## config.mk

```make
export PLATFORM = sky130hd
export DESIGN_NAME = step_dbg_ctrl
export DESIGN_NICKNAME = d
export VERILOG_FILES = /design/src/rtl/step_dbg_pkg.sv /design/src/rtl/step_bit_reg.sv /design/src/rtl/step_req_ctl.sv /design/src/rtl/step_syn_hold.sv /design/src/rtl/step_dbg_ctrl.sv
export SDC_FILE = /design/constraint.sdc
export NUM_CORES = 1
export LEC_CHECK = 0
export ABC_AREA = 1
export ABC_CLOCK_PERIOD_IN_PS = 2900
export BUFFER_PORTS_ARGS = -buffer_cell sky130_fd_sc_hd__buf_2
export CORE_UTILIZATION = 41
export DETAILED_ROUTE_END_ITERATION = 12
export PLACE_DENSITY_LB_ADDON = 0.08
export SLEW_MARGIN = 20
export SYNTH_ARGS = -nofsm -noshare
export SYNTH_HDL_FRONTEND = slang
export SYNTH_HIERARCHICAL = 1
export SYNTH_SLANG_ARGS = --single-unit
```

## constraint.sdc

```tcl
create_clock -name clk -period 2.9 [get_ports clk]
set_input_delay 0.29 -clock clk [delete_from_list [all_inputs] [get_ports clk]]
set_output_delay 0.29 -clock clk [all_outputs]
set_load 0.02 [all_outputs]
```

## src/rtl/step_dbg_pkg.sv

```systemverilog
package step_dbg_pkg;

    localparam int SYN_W = 32;

    typedef enum logic [1:0] {
        CLS_NORMAL  = 2'd0,
        CLS_SYSCALL = 2'd1,
        CLS_LDEX    = 2'd2
    } insn_cls_e;

    typedef enum logic [1:0] {
        ST_INACTIVE = 2'd0,
        ST_ARMED    = 2'd1,
        ST_PENDING  = 2'd2
    } step_state_e;

    typedef struct packed {
        logic [5:0]  ec;
        logic        il;
        logic        isv;
        logic [16:0] zero;
        logic        ex;
        logic [5:0]  status;
    } step_syn_t;

    localparam logic [5:0] EC_STEP_LOWER = 6'h32;
    localparam logic [5:0] EC_STEP_SAME  = 6'h33;
    localparam logic [5:0] STEP_STATUS   = 6'h22;

    function automatic step_state_e decode_state(logic en, logic sbit);
        if (!en)
            return ST_INACTIVE;
        return sbit ? ST_ARMED : ST_PENDING;
    endfunction

    function automatic step_syn_t make_syn(logic same, logic isv, logic ex);
        step_syn_t s;
        s.ec     = same ? EC_STEP_SAME : EC_STEP_LOWER;
        s.il     = 1'b1;
        s.isv    = isv;
        s.zero   = '0;
        s.ex     = ex;
        s.status = STEP_STATUS;
        return s;
    endfunction

endpackage

```

## src/rtl/step_bit_reg.sv

```systemverilog
module step_bit_reg
    import step_dbg_pkg::*;
(
    input  logic        clk,
    input  logic        rst,
    input  logic        step_en,
    input  logic        eret_valid,
    input  logic        eret_step,
    input  logic        retire_valid,
    output logic        step_bit,
    output step_state_e state
);

    always_comb state = decode_state(step_en, step_bit);

    always_ff @(posedge clk) begin
        if (rst)
            step_bit <= 1'b0;
        else if (eret_valid)
            step_bit <= eret_step;
        else if (retire_valid && state == ST_ARMED)
            step_bit <= 1'b0;
    end

    p_eret_write_r10: assert property (@(posedge clk) disable iff (rst)
        eret_valid |=> step_bit == $past(eret_step));

    p_inactive_keep_r2: assert property (@(posedge clk) disable iff (rst)
        (!step_en && !eret_valid) |=> $stable(step_bit));

endmodule

```

## src/rtl/step_req_ctl.sv

```systemverilog
module step_req_ctl
    import step_dbg_pkg::*;
(
    input  logic        clk,
    input  logic        rst,
    input  step_state_e state,
    input  logic        retire_valid,
    input  logic [1:0]  retire_cls,
    input  logic        eret_valid,
    input  logic        exc_ack,
    output logic        fire,
    output logic        fire_isv,
    output logic        fire_ex,
    output logic        req,
    output logic        busy
);

    logic step_done;
    logic pend_entry;

    always_comb begin
        step_done  = (state == ST_ARMED) && retire_valid && !busy &&
                     (retire_cls != CLS_SYSCALL);
        pend_entry = (state == ST_PENDING) && !busy && !eret_valid &&
                     !retire_valid;
        fire       = step_done || pend_entry;
        fire_isv   = step_done;
        fire_ex    = step_done && (retire_cls == CLS_LDEX);
    end

    always_ff @(posedge clk) begin
        if (rst) begin
            req  <= 1'b0;
            busy <= 1'b0;
        end else begin
            req <= fire;
            if (fire)
                busy <= 1'b1;
            else if (exc_ack)
                busy <= 1'b0;
        end
    end

    p_pulse_r9: assert property (@(posedge clk) disable iff (rst)
        req |=> !req);

    p_inactive_quiet_r2: assert property (@(posedge clk) disable iff (rst)
        (state == ST_INACTIVE) |=> !req);

    p_syscall_quiet_r6: assert property (@(posedge clk) disable iff (rst)
        (state == ST_ARMED && retire_valid && retire_cls == CLS_SYSCALL) |=> !req);

    p_step_req_r3: assert property (@(posedge clk) disable iff (rst)
        (state == ST_ARMED && retire_valid && !busy &&
         retire_cls != CLS_SYSCALL) |=> req);

    p_no_retire_pending_r5: assert property (@(posedge clk) disable iff (rst)
        !(retire_valid && state == ST_PENDING));

    p_no_retire_busy_r9: assert property (@(posedge clk) disable iff (rst)
        !(retire_valid && busy));

endmodule

```

## src/rtl/step_syn_hold.sv

```systemverilog
module step_syn_hold
    import step_dbg_pkg::*;
(
    input  logic              clk,
    input  logic              rst,
    input  logic              fire,
    input  logic              same_level,
    input  logic              fire_isv,
    input  logic              fire_ex,
    input  logic              busy,
    input  logic              exc_ack,
    output logic [SYN_W-1:0]  syndrome
);

    step_syn_t syn_q;

    always_ff @(posedge clk) begin
        if (rst)
            syn_q <= '0;
        else if (fire)
            syn_q <= make_syn(same_level, fire_isv, fire_ex);
    end

    assign syndrome = syn_q;

    p_hold_r9: assert property (@(posedge clk) disable iff (rst)
        (busy && !exc_ack) |=> $stable(syndrome));

    p_status_r7: assert property (@(posedge clk) disable iff (rst)
        busy |-> (syndrome[5:0] == STEP_STATUS && syndrome[25] &&
                  syndrome[23:7] == '0));

    p_ex_needs_isv_r4: assert property (@(posedge clk) disable iff (rst)
        syndrome[6] |-> syndrome[24]);

endmodule

```

## src/rtl/step_dbg_ctrl.sv

```systemverilog
module step_dbg_ctrl
    import step_dbg_pkg::*;
(
    input  logic        clk,
    input  logic        rst,
    input  logic        step_en,
    input  logic        eret_valid,
    input  logic        eret_step,
    input  logic        retire_valid,
    input  logic [1:0]  retire_cls,
    input  logic        same_level,
    input  logic        exc_ack,
    output logic        step_exc_req,
    output logic [31:0] syndrome,
    output logic        step_bit,
    output logic        step_fence
);

    step_state_e state;
    logic        fire;
    logic        fire_isv;
    logic        fire_ex;
    logic        busy;

    step_bit_reg u_bit (
        .clk          (clk),
        .rst          (rst),
        .step_en      (step_en),
        .eret_valid   (eret_valid),
        .eret_step    (eret_step),
        .retire_valid (retire_valid),
        .step_bit     (step_bit),
        .state        (state)
    );

    step_req_ctl u_req (
        .clk          (clk),
        .rst          (rst),
        .state        (state),
        .retire_valid (retire_valid),
        .retire_cls   (retire_cls),
        .eret_valid   (eret_valid),
        .exc_ack      (exc_ack),
        .fire         (fire),
        .fire_isv     (fire_isv),
        .fire_ex      (fire_ex),
        .req          (step_exc_req),
        .busy         (busy)
    );

    step_syn_hold u_syn (
        .clk        (clk),
        .rst        (rst),
        .fire       (fire),
        .same_level (same_level),
        .fire_isv   (fire_isv),
        .fire_ex    (fire_ex),
        .busy       (busy),
        .exc_ack    (exc_ack),
        .syndrome   (syndrome)
    );

    assign step_fence = (state != ST_INACTIVE);

    p_fence_r11: assert property (@(posedge clk) disable iff (rst)
        step_exc_req |-> $past(step_fence));

endmodule

```

Word-level counts from Yosys, hierarchy flattened. Index checks and enable logic that the tools add are counted.

Register bits after elaboration: 13. Memory bits (read-only): 0. Output and inout port bits: 35. Memories kept: 0. Logic and storage cells: 33. Bits in latches: 0. RAM bits: 0.

Div/mod/pow operators: 0. Shift operators: 0. Add/sub/neg operators: 0. Eq/ne operators: 4. Bitwise logic cells: 0. Reductions and logical operators: 14. $lt $le $gt $ge: 0. Multipliers: 0. Multiplexer cells: 7.

Operators with widths (number): 1-bit logical AND (7); 2-bit nonzero test (3); 1-bit 2-to-1 mux (5); 2-bit equality test (second input constant) (2); 2-bit 2-to-1 mux (2); 1-bit zero test (3); 2-bit by 1-bit equality test with 1-bit output (second input constant) (1); 2-bit by 1-bit inequality test with 1-bit output (second input constant) (1); 1-bit logical OR (1).

Depth between registers and ports, before layout.
Depth in word-level cells: 8. Mapped depth: 10. Gate-level depth less buffers: 10.

By module. Netlist, hierarchy kept.

Modules (own cells, without submodules): step_syn_hold (seq. area each 80.1 um2, cells each 51, area each 361.6 um2, times used 1); step_req_ctl (seq. area each 40.0 um2, cells each 21, area each 133.9 um2, times used 1); step_bit_reg (seq. area each 20.0 um2, cells each 13, area each 70.1 um2, times used 1); step_dbg_ctrl (seq. area each 0.0 um2, cells each 3, area each 11.3 um2, times used 1).

Worst setup path before layout. OpenSTA, ideal clock, no wires.

Kind: register to register. From: register u_bit.step_bit. To: register u_syn.syn_q (netlist bit u_syn/syndrome[24]). Buffers on the path: 0. Setup time: 113 ps. Data arrival time: 1050 ps. Cell stages (with the launch flop): 10. Path slack: 1736 ps. Path through: dfxtp_1 nand2_1 inv_1 nand2_1 inv_1 nand3_2 nand2_2 nand2_1 nand2_1 nor2_1.

Longest elaborated chain between the ends: 7. Elaborated cells on any way between the ends: 11. Classes of those cells: eq/ne (2); mux (2); reduce/logical (7).

Ends and longest elaborated chain: start, declared (line step_bit_reg.sv:10) `output logic step_bit,`; start signal, assigned (line step_bit_reg.sv:20) `step_bit <= eret_step;`; 2-bit 2-to-1 mux * (2 in a row) (line step_dbg_pkg.sv:33) `return sbit ? ST_ARMED : ST_PENDING;`; named net state[0] (line step_dbg_ctrl.sv:19) `step_state_e state;`; 2-bit by 1-bit equality test with 1-bit output / 2-bit equality test (equally long branches) (line step_req_ctl.sv:22, step_req_ctl.sv:24); 1-bit logical AND, on equally long branches (3 in a row) (line step_req_ctl.sv:22, step_req_ctl.sv:24); 1-bit logical OR * (line step_req_ctl.sv:26) `fire = step_done || pend_entry;`; named net fire (line step_dbg_ctrl.sv:20) `logic fire;`; end signal, assigned (line step_syn_hold.sv:21) `syn_q <= make_syn(same_level, fire_isv, fire_ex);`; end, declared (line step_syn_hold.sv:15) `step_syn_t syn_q;`.

Mark *: on every way through the listed nets, which the timed path passes. The rest lies on a longest branch. A chain may end at the register's enable or synchronous reset.

Worst setup path after layout.
From: register u_bit.step_bit. To: output step_fence.

Longest elaborated chain between the ends: 3.

Ends and longest elaborated chain: 2-bit 2-to-1 mux (2 in a row) (line step_dbg_pkg.sv:33); named net state[1] (line step_dbg_ctrl.sv:19); 2-bit nonzero test (line step_dbg_ctrl.sv:63) `assign step_fence = (state != ST_INACTIVE);`; end, declared (line step_dbg_ctrl.sv:16) `output logic step_fence`.

The timed path passes the listed nets, and every way through them passes these cells.

==> results by group <==
Synth
  – Ranking of synthesized cells by area: buf_4 36%, dfxtp_1 24%, inv_1 11%
  – Synth Area per Inst: 6.55 sq um
  – Post-synth top area cell: buf_4
  – Syn Std Cell Area: 577 sq um
  – Post-synthesis sequential area ratio: roughly 24%
  – Yosys cell types: 14
  – Post-synth top area share: 36.4%
  – Mapped Cells: 88
  – YS warnings: 6
  – #FFs+latches synth: 7

Detailed routing
  – Routed vias/inst: 3.67
  – Routed Antenna Nets: 0
  – Pre-antenna DRT Iters: 5
  – Routed WL: 691 microns
  – Number of remaining DRC errors: 0
  – Initial DRC count: 10
  – Via Count: 448
  – WL/cell: between 5 and 6 microns

Placed design
  – IO buf count: 21
  – Gpl congestion: 0.731
  – HPWL Detailed: ~600 microns

Floorplan
  – Die area: 1560 sq um
  – Rows: 13
  – Total core area: 1300 sq um
  – Initial core utilization: 44.3%
  – Chip height: 39.5 microns
  – Chip Width: 39.5 microns
  – Boundary pin count: 45

Clock network
  – Clock Tree Buf Depth: 2
  – Clock transition at the registers of the reported paths: roughly 0.05 ns
  – CTS tree: done
  – Post-CTS setup buffers: 0
  – # H-tree levels: 1
  – Clk Tree Root Cell: clkbuf_4
  – Num CTS Buffers: 3
  – CTS Hold Bufs: 0
  – Number of clock sinks: 7
  – Cts repair resizes: 0
  – Clk_lat worst skew: 0.24 ns

Setup path
  – Reg2reg start: u_bit/step_bit
  – Reg-to-reg endpoint: u_syn/syndrome[24]
  – CP Class: reg -> out
  – FF-to-FF path depth: 8
  – Critical Path RT: 2.61 ns
  – Register-to-Register Setup Slack: 1.73 ns
  – Crit path max fanout: 4
  – Arr. time, crit path: 1.04 ns
  – Crit path capture type: primary output
  – Setup crit start kind: flip-flop

GRT
  – GRT Total Usage: 10.2%
  – Pin count of the biggest net entering global routing: 9
  – Vias in the first global route: 280
  – Gr ovfl total: 0
  – Initial antenna violation count: 0
  – First-pass GRT wire length: 1.04 mm

Outcome
  – Status: completed

Timing
  – Tcrit/Tclk final: about 46%
  – Maximum clock rate: 751 MHz
  – Fin crit period: 1.33 ns
  – Setup-violating endpoint count in the final report: 0
  – Clk_skew: roughly 0.00013 ns
  – Fin. max-slew vios: 0
  – Total negative setup slack: 0 ns
  – Final hold vios: 0
  – RSZ-0062 raised after global routing: no

Power and ir drop
  – Sw Share: a little over a third
  – Reg power frac: 39.3%
  – P_sw: ~0.095 mW
  – Comb power frac: around 30%
  – Int Power: 0.174 mW
  – Leakage: 0.411 nW
  – Worst vdd ir: 153 uV
  – PwrDens: 448 nW/um^2
  – Clock network fraction of total power: 31.5%

Job
  – Max Cap Violations: 0

Hold path
  – Hold Startpoint: rst
  – Hold crit path type: in -> reg
  – Worst Hold Depth: 2
  – Hold endpoint: u_syn/syndrome[1]

Finish
  – Number of diodes: 0
  – Share of post-route cells with drive strength above 1: 29.0%
  – Area growth syn-to-layout: 3.90%
  – Final core utilization: 46.1%
  – Number of flip-flops under the largest register name: 4
  – Nets: 118
layout by cell type, fill, tap and decap left out, drive strengths merged:
master / synthesis / routed
a21oi: 1 / 1
nor3: 1 / 1
nand3: 2 / 2
buf: 28 / 21
dfxtp: 7 / 7
inv: 18 / 18
nor2: 12 / 12
nand3b: 1 / 1
clkbuf: 0 / 4
conb: 1 / 23
nand2: 17 / 17
worst max-delay path, stage by stage (launching register included):
cell and delay, ns:
dfxtp_1 0.33, nor2_1 0.21, inv_1 0.06, nand2_1 0.05, buf_2 0.15
metrics by stage:
step / hold slack [ns] / worst slack [ns] / area, sq um / power (mW) / std cells
2_1_floorplan: 0.362 / 1.74 / 659 / 0.196 / 110
3_3_place_gp: 0.460 / 1.64 / 573 / 0.186 / 118
3_5_place_dp: 0.460 / 1.64 / 573 / 0.186 / 118
4_1_cts: 0.245 / 1.55 / 599 / 0.272 / 122
5_1_grt: 0.250 / 1.46 / 599 / 0.288 / 122
6_report: 0.248 / 1.57 / 599 / 0.268 / 122
synthesized netlist by cell type:
| library cell | n |
|---|---|
| nor2_2 | 1 |
| nor2_1 | 11 |
| dfxtp_1 | 7 |
| conb_1 | 1 |
| a21oi_2 | 1 |
| inv_1 | 17 |
| nand3_1 | 1 |
| inv_2 | 1 |
| nand2_2 | 3 |
| nand2_1 | 14 |
| nor3_1 | 1 |
| nand3_2 | 1 |
| nand3b_1 | 1 |
| buf_4 | 28 |
logic make-up after synthesis:
logic type	share of synthesized area [%]
flip-flops	24.3
AO/OA/AOI/OAI	1.52
buffers and inverters	48.2
AND/OR/NAND/NOR	25.4
other	0.650
power by group through the flow:
stage          clock network (mW)  registers (mW)  logic, mW
2_1_floorplan                   0           0.114     0.0828
3_3_place_gp                    0           0.108     0.0785
3_5_place_dp                    0           0.108     0.0787
4_1_cts                    0.0880           0.106     0.0788
5_1_grt                    0.0928           0.107     0.0884
6_report                   0.0845           0.106     0.0784
cell type report:
class,instances,area [sq um]
multi-input combinational,57,241
fill,143,702
inverter,18,67.6
tap,15,18.8
clock buffer,4,26.3
sequential,7,140
timing repair buffer,21,105
how the worst max path moves through the flow:
| stage | startpoint | end | slack (ns) |
|---|---|---|---|
| 5_1_grt | u_bit/step_bit | step_fence | 1.46 |
| 3_5_place_dp | step_en | u_syn/syndrome[6] | 1.64 |
| 6_report | u_bit/step_bit | step_fence | 1.57 |
| 4_1_cts | u_bit/step_bit | step_fence | 1.55 |
| 2_1_floorplan | u_bit/step_bit | u_syn/syndrome[24] | 1.74 |
| 3_3_place_gp | step_en | u_syn/syndrome[6] | 1.64 |
routing by layer:
metal	up-vias	share of wire [%]	track usage [%]
li1	237	-	-
met1	183	44	11.3
met2	28	44	16.0
met3	0	12	5.11
met4	0	0	5.17
met5	-	0	0
No activity file was read; power rests on OpenSTA's default activity.
